File: config.mk
export PLATFORM = sky130hd
export DESIGN_NAME = mp_wake_seq
export DESIGN_NICKNAME = d
export VERILOG_FILES = /design/src/rtl/mws_pkg.sv /design/src/rtl/mws_cmd_fmt.sv /design/src/rtl/mws_poll_guard.sv /design/src/rtl/mws_seq_fsm.sv /design/src/rtl/mp_wake_seq.sv
export SDC_FILE = /design/constraint.sdc
export NUM_CORES = 1
export LEC_CHECK = 0
export BUFFER_PORTS_ARGS = -buffer_cell sky130_fd_sc_hd__buf_2
export CAP_MARGIN = 30
export CORE_MARGIN = 2
export CORE_UTILIZATION = 40
export DETAILED_ROUTE_END_ITERATION = 10
export PLACE_DENSITY_LB_ADDON = 0.12
export SYNTH_ARGS = -nofsm -noshare
export SYNTH_HDL_FRONTEND = slang
export SYNTH_SLANG_ARGS = --single-unit
File: constraint.sdc
create_clock -name clk -period 1.6 [get_ports clk]
set_clock_uncertainty 0.1 [all_clocks]
set_input_delay 0.08 -clock clk [delete_from_list [all_inputs] [get_ports clk]]
set_output_delay 0.08 -clock clk [all_outputs]
set_load 0.01 [all_outputs]
File: src/rtl/mws_pkg.sv
package mws_pkg;
   localparam int unsigned ICR_W   = 32;
   localparam int unsigned VEC_LSB = 0;
   localparam int unsigned DM_LSB  = 8;
   localparam int unsigned LVL_BIT = 14;
   localparam int unsigned SH_LSB  = 18;
   localparam logic [2:0] DM_INIT  = 3'b101;
   localparam logic [2:0] DM_START = 3'b110;
   localparam logic [1:0] SH_OTHERS = 2'b11;

   typedef enum logic [2:0] {
      ST_IDLE,
      ST_SEED,
      ST_SEND,
      ST_POLL,
      ST_ARM,
      ST_WAIT
   } seq_st_t;
endpackage

File: src/rtl/mws_cmd_fmt.sv
module mws_cmd_fmt
   import mws_pkg::*;
#(
   parameter int unsigned VEC_W = 8
) (
   input  logic             is_init_i,
   input  logic [VEC_W-1:0] vec_i,
   output logic [ICR_W-1:0] word_o
);
   logic [7:0] vec8;

   generate
      if (VEC_W > 8 || VEC_W == 0) begin : g_bad_vec
         $error("mws_cmd_fmt: VEC_W must be 1..8");
      end else if (VEC_W == 8) begin : g_full
         assign vec8 = vec_i;
      end else begin : g_pad
         assign vec8 = {{(8-VEC_W){1'b0}}, vec_i};
      end
   endgenerate

   always_comb begin
      word_o                  = '0;
      word_o[VEC_LSB +: 8]    = is_init_i ? 8'h00 : vec8;
      word_o[DM_LSB +: 3]     = is_init_i ? DM_INIT : DM_START;
      word_o[LVL_BIT]         = 1'b1;
      word_o[SH_LSB +: 2]     = SH_OTHERS;
   end

   always_comb begin
      a_r3_mode_field : assert (word_o[DM_LSB +: 3] == DM_INIT || word_o[DM_LSB +: 3] == DM_START);
   end
endmodule

File: src/rtl/mws_poll_guard.sv
module mws_poll_guard #(
   parameter int unsigned TO_W       = 8,
   parameter bit          TIMEOUT_EN = 1'b1
) (
   input  logic            clk,
   input  logic            rst_n,
   input  logic            clear_i,
   input  logic            poll_i,
   input  logic            pending_i,
   input  logic [TO_W-1:0] limit_i,
   output logic            abort_o
);
   generate
      if (TO_W == 0) begin : g_bad_w
         $error("mws_poll_guard: TO_W must be nonzero");
      end
      if (TIMEOUT_EN) begin : g_timed
         logic [TO_W-1:0] seen_q;
         always_ff @(posedge clk or negedge rst_n) begin
            if (!rst_n) begin
               seen_q <= '0;
            end else if (clear_i) begin
               seen_q <= '0;
            end else if (poll_i && pending_i && seen_q != limit_i) begin
               seen_q <= seen_q + TO_W'(1);
            end
         end
         assign abort_o = poll_i && pending_i && (seen_q == limit_i);

         a_r8_first_read_tolerated : assert property (@(posedge clk) disable iff (!rst_n)
            ($past(clear_i) && poll_i && pending_i && limit_i != '0) |-> !abort_o);
      end else begin : g_untimed
         assign abort_o = 1'b0;
      end
   endgenerate
endmodule

File: src/rtl/mws_seq_fsm.sv
module mws_seq_fsm
   import mws_pkg::*;
#(
   parameter int unsigned CNT_W     = 8,
   parameter int unsigned TUS_W     = 16,
   parameter int unsigned INIT_US   = 10000,
   parameter int unsigned SU_US     = 200,
   parameter int unsigned SU_REPEAT = 2
) (
   input  logic             clk,
   input  logic             rst_n,
   input  logic             start_i,
   input  logic             pending_i,
   input  logic             abort_i,
   input  logic             expired_i,
   input  logic [CNT_W-1:0] cnt_i,
   output logic             cap_o,
   output logic             seed_wr_o,
   output logic             send_o,
   output logic             is_init_o,
   output logic             poll_o,
   output logic             guard_clr_o,
   output logic             tmr_load_o,
   output logic [TUS_W-1:0] tmr_us_o,
   output logic             busy_o,
   output logic             done_o,
   output logic [CNT_W-1:0] total_o,
   output logic             err_o
);
   localparam int unsigned STEP_W = $clog2(SU_REPEAT + 1);
   localparam logic [STEP_W-1:0] LAST_STEP = STEP_W'(SU_REPEAT);

   seq_st_t           st_q;
   logic [STEP_W-1:0] step_q;
   logic              done_q;
   logic              err_q;
   logic [CNT_W-1:0]  tot_q;

   always_ff @(posedge clk or negedge rst_n) begin
      if (!rst_n) begin
         st_q   <= ST_IDLE;
         step_q <= '0;
         done_q <= 1'b0;
         err_q  <= 1'b0;
         tot_q  <= '0;
      end else begin
         done_q <= 1'b0;
         unique case (st_q)
            ST_IDLE: if (start_i) begin
               st_q   <= ST_SEED;
               step_q <= '0;
               err_q  <= 1'b0;
            end
            ST_SEED: st_q <= ST_SEND;
            ST_SEND: st_q <= ST_POLL;
            ST_POLL: begin
               if (!pending_i) begin
                  st_q <= ST_ARM;
               end else if (abort_i) begin
                  st_q  <= ST_IDLE;
                  err_q <= 1'b1;
               end
            end
            ST_ARM: st_q <= ST_WAIT;
            ST_WAIT: if (expired_i) begin
               if (step_q == LAST_STEP) begin
                  st_q   <= ST_IDLE;
                  done_q <= 1'b1;
                  tot_q  <= cnt_i;
               end else begin
                  step_q <= step_q + STEP_W'(1);
                  st_q   <= ST_SEND;
               end
            end
            default: st_q <= ST_IDLE;
         endcase
      end
   end

   assign cap_o       = (st_q == ST_IDLE) && start_i;
   assign seed_wr_o   = (st_q == ST_SEED);
   assign send_o      = (st_q == ST_SEND);
   assign guard_clr_o = (st_q == ST_SEND);
   assign poll_o      = (st_q == ST_POLL);
   assign tmr_load_o  = (st_q == ST_ARM);
   assign is_init_o   = (step_q == '0);
   assign tmr_us_o    = is_init_o ? TUS_W'(INIT_US) : TUS_W'(SU_US);
   assign busy_o      = (st_q != ST_IDLE);
   assign done_o      = done_q;
   assign total_o     = tot_q;
   assign err_o       = err_q;

   a_r6_done_single : assert property (@(posedge clk) disable iff (!rst_n)
      done_o |=> !done_o);
   a_r6_done_not_busy : assert property (@(posedge clk) disable iff (!rst_n)
      done_o |-> !busy_o);
   a_r7_start_ignored : assert property (@(posedge clk) disable iff (!rst_n)
      (busy_o && start_i) |=> !seed_wr_o);
   a_r4_hold_on_pending : assert property (@(posedge clk) disable iff (!rst_n)
      (poll_o && pending_i) |=> !tmr_load_o);
   a_r5_no_send_in_wait : assert property (@(posedge clk) disable iff (!rst_n)
      (busy_o && !poll_o && !send_o && !seed_wr_o && !tmr_load_o && !expired_i) |=> !send_o);
   a_r8_err_no_done : assert property (@(posedge clk) disable iff (!rst_n)
      err_o |-> !done_o);
endmodule

File: src/rtl/mp_wake_seq.sv
module mp_wake_seq
   import mws_pkg::*;
#(
   parameter int unsigned VEC_W      = 8,
   parameter int unsigned CNT_W      = 8,
   parameter int unsigned TUS_W      = 16,
   parameter int unsigned TO_W       = 8,
   parameter int unsigned INIT_US    = 10000,
   parameter int unsigned SU_US      = 200,
   parameter int unsigned SU_REPEAT  = 2,
   parameter bit          TIMEOUT_EN = 1'b1
) (
   input  logic             clk,
   input  logic             rst_n,
   input  logic             start_i,
   input  logic [VEC_W-1:0] sipi_vec_i,
   input  logic [TO_W-1:0]  poll_limit_i,
   output logic             icr_lo_wr_o,
   output logic [31:0]      icr_lo_data_o,
   input  logic             icr_pending_i,
   output logic             tmr_load_o,
   output logic [TUS_W-1:0] tmr_us_o,
   input  logic             tmr_expired_i,
   output logic             cpu_cnt_wr_o,
   output logic [CNT_W-1:0] cpu_cnt_wdata_o,
   input  logic [CNT_W-1:0] cpu_cnt_i,
   output logic             busy_o,
   output logic             done_o,
   output logic [CNT_W-1:0] cpu_total_o,
   output logic             err_o
);
   generate
      if (CNT_W < 2) begin : g_bad_cnt
         $error("mp_wake_seq: CNT_W must be at least 2");
      end
      if (INIT_US >= (64'd1 << TUS_W) || SU_US >= (64'd1 << TUS_W)) begin : g_bad_tus
         $error("mp_wake_seq: delay does not fit TUS_W");
      end
      if (SU_REPEAT == 0) begin : g_bad_rep
         $error("mp_wake_seq: SU_REPEAT must be nonzero");
      end
   endgenerate

   logic             cap;
   logic             is_init;
   logic             poll;
   logic             guard_clr;
   logic             abort;
   logic [VEC_W-1:0] vec_q;

   always_ff @(posedge clk or negedge rst_n) begin
      if (!rst_n) begin
         vec_q <= '0;
      end else if (cap) begin
         vec_q <= sipi_vec_i;
      end
   end

   mws_seq_fsm #(
      .CNT_W     (CNT_W),
      .TUS_W     (TUS_W),
      .INIT_US   (INIT_US),
      .SU_US     (SU_US),
      .SU_REPEAT (SU_REPEAT)
   ) u_fsm (
      .clk         (clk),
      .rst_n       (rst_n),
      .start_i     (start_i),
      .pending_i   (icr_pending_i),
      .abort_i     (abort),
      .expired_i   (tmr_expired_i),
      .cnt_i       (cpu_cnt_i),
      .cap_o       (cap),
      .seed_wr_o   (cpu_cnt_wr_o),
      .send_o      (icr_lo_wr_o),
      .is_init_o   (is_init),
      .poll_o      (poll),
      .guard_clr_o (guard_clr),
      .tmr_load_o  (tmr_load_o),
      .tmr_us_o    (tmr_us_o),
      .busy_o      (busy_o),
      .done_o      (done_o),
      .total_o     (cpu_total_o),
      .err_o       (err_o)
   );

   mws_poll_guard #(
      .TO_W       (TO_W),
      .TIMEOUT_EN (TIMEOUT_EN)
   ) u_guard (
      .clk       (clk),
      .rst_n     (rst_n),
      .clear_i   (guard_clr),
      .poll_i    (poll),
      .pending_i (icr_pending_i),
      .limit_i   (poll_limit_i),
      .abort_o   (abort)
   );

   mws_cmd_fmt #(
      .VEC_W (VEC_W)
   ) u_fmt (
      .is_init_i (is_init),
      .vec_i     (vec_q),
      .word_o    (icr_lo_data_o)
   );

   assign cpu_cnt_wdata_o = CNT_W'(1);

   a_r2_seed_before_send : assert property (@(posedge clk) disable iff (!rst_n)
      $rose(busy_o) |-> (cpu_cnt_wr_o && !icr_lo_wr_o));
   a_r9_vec_stable : assert property (@(posedge clk) disable iff (!rst_n)
      (busy_o && !cap) |=> $stable(vec_q));
endmodule

==> flow_summary.yaml, run 1 <==
status:
  run_status: "finished with violations"
  violations: "setup timing"
detailed_routing:
  viasPerCell: 4.33
  drt_iter0_drc: 56
  wire_per_inst_um: 11.4
  num_vias: 1542
  drc: 0
  drtPass1Iterations: 4
  ant_nets: 0
  wirelength_mm: 4.05
placement:
  dp_slack_ps: -21.3
  dp_hpwl_mm: 2.79
  gp_congestion: 0.752
  io_buffers: 60
layout:
  fill_cells: 447
  final_common_cell: "buf_2"
  mostFrequentLayoutCells: "buf_2, conb_1, dfrtp_1"
  area_delta_synth_final_pct: 35.4
  drive_above_1_share: 0.443
  antenna_cells: 0
  nets: 320
global_route:
  grt_pass1_vias: 1409
  track_usage: 0.154
  grt_max_degree: 32
  grt_first_pass_wirelength_mm: 6.46
  grt.overflow.total: 0
  antenna_found_initial: 0
cts:
  worstSkewPairLatency_ps: 280
  htree_levels: 2
  cts_sinks: 31
  numCtsBuffers: 5
  clk_path_buf_depth: 2
  cts_tree: "done"
  clk_pin_slew_ps: 70
  clock-root-buffer: "clkbuf_8"
min_path:
  hp-start: "tmr_expired_i"
  hold_class: "input pin to flop"
critical_path:
  cp-start-kind: "flop"
  cp_max_fo: 5
  r2r-start: "u_fsm.st_q[0]"
  critPathRequiredTime_ps: 1670
  crit_start: "u_fsm.st_q[0]"
  r2r_setup_slack_ps: -60
  cp-end-kind: "flop"
  arrival_ps: 1730
  path_class: "flop to flop"
power:
  vdd_ir_drop_max_v: 0.000597
  leakagePower_uw: 0.00143
  power_density_nw_per_um2: 1350
logic_synthesis:
  synth_seq_cells: 31
  syn_inst: 193
  syn_area_um2: 1980
  synth_top_area_share: 0.391
  ys_seq_area_frac: 0.391
  synth.area.top_cells: "dfrtp_1, buf_4, mux2_2"
  synth-edff-count: 0
  synth_top_area_cell: "dfrtp_1"
  avgSynthCellArea_um2: 10.3
  ys.flop_type: "dfrtp_1"
  synth-async-reset-ratio: 1.00
  synth.distinct_cells: 40
  yosys_warnings: 0
floorplanning:
  rows: 25
  dieArea_um2: 5540
  start_util: 0.417
  die_h_um: 74.4
  die-width_um: 74.4
  coreArea_um2: 4750
  io-pin-count: 99
timing:
  whs_ps: 42.4
  hold_viol_final: 0
  slew_headroom: 0.533
  period_share: 1.04
  slew_viol_final: 0
  worstMarginPinSlew_ps: 700
  fmax_mhz: 602
  rsz0062_at_grt: "true"
  fin_crit_ps: 1660
  setup_violations: 12
  setup_ws_ps: -61.5
run:
  max_cap_viol_count: 0
==> repair_timing <==
action                                  in CTS  in global routing
gates cloned                                 1                  1
pin swaps                                    4                  5
endpoints found under the setup margin      25                 45
endpoints found under the hold margin       49                  0
resized for setup                           12                 13
hold buffers                                19                  0
buffers inserted                             2                  0
==> state kept, by name, indices dropped and copies added (netlist names) <==
signal / count
u_fsm.done_o: 1
vec_q: 8
u_fsm.step_q: 2
u_guard.g_timed.seen_q: 8
u_fsm.total_o: 8
u_fsm.err_o: 1
u_fsm.st_q: 3
==> Yosys cell counts (3+ instances only) <==
cell type	n
nor2_1	5
nand4_1	3
dfrtp_1	31
buf_4	50
ha_1	3
nor2b_1	8
mux2i_1	6
inv_1	8
nand2_1	19
a21oi_1	3
mux2_2	16
xor2_1	8
==> metal layers <==
metal	wire, um	up-vias	GRT usage
met1	1810	714	0.203
met5	0	-	0
met4	53	0	0.0536
li1	-	753	-
met3	319	7	0.0474
met2	1860	68	0.243
==> per-stage QoR <==
stage	cells	power [uW]	util	setup TNS (ps)	cell area (um2)
floorplan	229	2320	-	-339	2120
global placement	325	2730	0.481	-283	2290
detailed placement	325	2730	0.481	-284	2290
CTS	355	3550	0.554	-205	2630
global route	356	3940	0.565	-1620	2690
finish	356	3640	0.565	-239	2690
==> critical path, cell delays in order, from the launching register on <==
cell and delay (ps):
dfrtp_1 420, or3_4 470, nor2_4 230, mux2_4 320
==> report_power, final <==
| part | switching, uW | internal (uW) |
|---|---|---|
| sequential | 138 | 1010 |
| combinational | 919 | 975 |
| clock | 293 | 303 |
==> logic make-up (layout without fill, tap and decap cells) <==
kind of cell / Yosys count / in the layout / share of synthesized area
adders and majority gates: 3 / 3 / 0.0189
muxes: 22 / 22 / 0.121
buffers and inverters: 60 / 119 / 0.209
DFF: 31 / 31 / 0.391
xor gates and xnor gates: 9 / 9 / 0.0397
AOI/OAI and AO/OA: 15 / 15 / 0.0555
other: 2 / 38 / 0.00378
and+or+nand+nor: 51 / 52 / 0.161
==> worst paths after layout <==
check | endpoint | depth (start not counted)
hold / removal | u_fsm.st_q[2] | 4
max in group asynchronous | u_fsm.st_q[1] | 2
min in group asynchronous | u_fsm.total_o[7] | 2
setup / recovery | vec_q[3] | 3
setup reg to reg | vec_q[3] | 3
hold reg to reg | u_fsm.total_o[5] | 1
==> cell type report <==
class	count	area [um2]	area share
tap	67	83.8	0.0312
multi-input combinational	139	1010	0.377
timing repair buffer	103	698	0.260
sequential	31	777	0.289
clock buffer	6	72.6	0.0270
inverter	8	30.0	0.0112
clock inverter	2	12.5	0.00466
Note: power is estimated with default switching activity, not from simulation.
==> run 2, diff against run 1 <==
--- a/config.mk
+++ b/config.mk
@@ -7,2 +7,3 @@
 export LEC_CHECK = 0
+export ABC_AREA = 1
 export BUFFER_PORTS_ARGS = -buffer_cell sky130_fd_sc_hd__buf_2
==> constraint.sdc (replaced) <==
create_clock -name clk -period 1.6 [get_ports clk]
set_clock_uncertainty 0.1 [all_clocks]
set_input_delay 0 -clock clk [delete_from_list [all_inputs] [get_ports clk]]
set_output_delay 0 -clock clk [all_outputs]
set_load 0.01 [all_outputs]
==> flow_summary.yaml, run 2 <==
cts:
  clk_path_buf_depth: 2
  clock-root-buffer: "clkbuf_8"
  cts_sinks: 31
  htree_levels: 2
  clk_pin_slew_ps: 70
  worstSkewPairLatency_ps: 280
  cts_tree: "done"
  numCtsBuffers: 5
critical_path:
  worstPathCellList: "nand3_2 > nor2_4 > mux2_2"
  crit_start: "u_fsm.st_q[2]"
  rr_endpoint: "u_fsm.total_o[3]"
  cp-start-kind: "flop"
  r2r_cells: 3
  critPathRequiredTime_ps: 1660
  r2r_setup_slack_ps: 70
  r2r-start: "u_fsm.st_q[2]"
  path_class: "flop to flop"
  max_stage_delay_ps: 480
  crit_path_top_delay_cell: "dfrtp_1"
  cp_max_fo: 6
  arrival_ps: 1600
  critPathCapture: "u_fsm.total_o[3]"
  cp-end-kind: "flop"
timing:
  rsz0062_at_grt: "false"
  fmax_mhz: 652
  fin_crit_ps: 1530
  worstMarginPinSlew_ps: 699
  fin_setup_tns_ps: 0
  whs_ps: 178
  hold_viol_final: 0
  period_share: 0.958
  slew_headroom: 0.534
  slew_viol_final: 0
  setup_violations: 0
logic_synthesis:
  synth_commonest_cells: "nand2_1, buf_4, inv_1"
  synth_top_area_share: 0.383
  ys_seq_area_frac: 0.383
  ys.flop_type: "dfrtp_1"
  avgSynthCellArea_um2: 7.84
  synth-async-reset-ratio: 1.00
  synth.distinct_cells: 23
  synth_seq_cells: 31
  syn_inst: 258
  yosys_warnings: 0
  yosysMostFrequentCell: "nand2_1"
  synth_fa_ha_area_frac: 0.0186
  syn_area_um2: 2020
  synth_top_family_by_area: "buffers and inverters"
  muxShareOfSynthArea: 0.0445
  synth-edff-count: 0
  synth_top_area_cell: "dfrtp_1"
  synth_simple_gate_area_frac: 0.236
  synth.area.top_cells: "dfrtp_1, buf_4, nand2_1"
  synth_xor_area_frac: 0.0260
  synth_compound_area_frac: 0.0402
power:
  vdd_ir_drop_max_v: 0.000643
  power_density_nw_per_um2: 1170
  leakagePower_uw: 0.00153
floorplanning:
  rows: 25
  coreArea_um2: 4790
  die-width_um: 75.1
  start_util: 0.423
  io-pin-count: 99
  dieArea_um2: 5640
  die_h_um: 75.1
run:
  max_cap_viol_count: 0
detailed_routing:
  drt_iter0_drc: 57
  viasPerCell: 4.26
  ant_nets: 0
  drc: 0
  wire_per_inst_um: 10.4
  wirelength_mm: 4.37
  num_vias: 1785
  drtPass1Iterations: 4
global_route:
  grt_pass1_vias: 1557
  grt_first_pass_wirelength_mm: 6.91
  grt.overflow.total: 0
  grt_max_degree: 32
  track_usage: 0.162
  antenna_found_initial: 0
layout:
  drive_above_1_share: 0.313
  antenna_cells: 0
  area_delta_synth_final_pct: 32.4
  mostFrequentLayoutCells: "buf_2, nand2_1, conb_1"
  final_common_cell: "buf_2"
  nets: 383
  final_util: 0.560
placement:
  gp_congestion: 0.751
  io_buffers: 60
  dp_hpwl_mm: 3.16
status:
  run_status: "finished clean"
min_path:
  hold_class: "input pin to flop"
[run 2: changes by cell type in the layout (fill, tap and decap cells not counted), sizes merged, moves of 11 or more]
cell	before	now
nand2	19	57
inv	8	36
nor2	7	23
nand3	2	14
o21ai	1	12
[run 2: repair_timing]
action / in CTS / in global routing
hold buffers: 20 / 0
resized for setup: 0 / 10
buffers inserted: 0 / 0
hold endpoints to repair: 51 / 0
setup endpoints to repair: 0 / 18
[run 2: worst min path at each step]
stage / start / to / slack [ps] / cells past startpoint
6_report: poll_limit_i[6] / u_fsm.err_o / 180 / 7
3_3_place_gp: rst_n / vec_q[0] / -10 / 1
5_1_grt: poll_limit_i[6] / u_fsm.err_o / 210 / 7
3_5_place_dp: rst_n / vec_q[2] / -10 / 1
2_1_floorplan: rst_n / u_fsm.done_o / -400 / 0
4_1_cts: poll_limit_i[6] / u_fsm.err_o / 170 / 7
[run 2: routing by layer]
layer / vias up / GRT usage / share of wire
li1: 906 / - / -
met1: 811 / 0.211 / 0.44
met2: 60 / 0.256 / 0.48
met3: 8 / 0.0415 / 0.057
met4: 0 / 0.0655 / 0.020
met5: - / 0 / 0
[run 2: layout make-up]
type	count	area [um2]
timing repair buffer	99	656
clock buffer	6	82.6
multi-input combinational	178	911
inverter	36	135
tap	67	83.8
clock inverter	2	35.0
sequential	31	776
fill	485	2110
[run 2: metrics by stage]
stage	power (uW)	setup slack (ps)	instance area, um2	instances
finish	3150	67.2	2680	419
global route	3420	1.17	2680	419
CTS	3140	17.1	2650	418
detailed placement	2310	10.6	2330	390
global placement	2290	47.6	2330	390
floorplan	1990	34.5	2160	294
[run 2: kinds of logic after synthesis]
family / count (synthesis)
buf+inv: 86
flops: 31
mux: 8
compound gates: 15
fa+ha+maj: 3
other cells: 2
simple gates: 107
xor+xnor: 6
[run 2: where the power goes]
| group | total (uW) | switching [uW] | leakage [uW] | internal, uW |
|---|---|---|---|---|
| clock network | 793 | 289 | 0.0000612 | 503 |
| logic | 1310 | 788 | 0.00105 | 522 |
| registers | 1040 | 92.8 | 0.000414 | 952 |
| total | 3150 | 1170 | 0.00153 | 1980 |
[run 2: worst max-delay path, delay by kind of cell, from the launching register on]
kind / cells / cell delay (ps)
muxes: 1 / 360
and+or+nand+nor: 2 / 480
DFF: 1 / 480
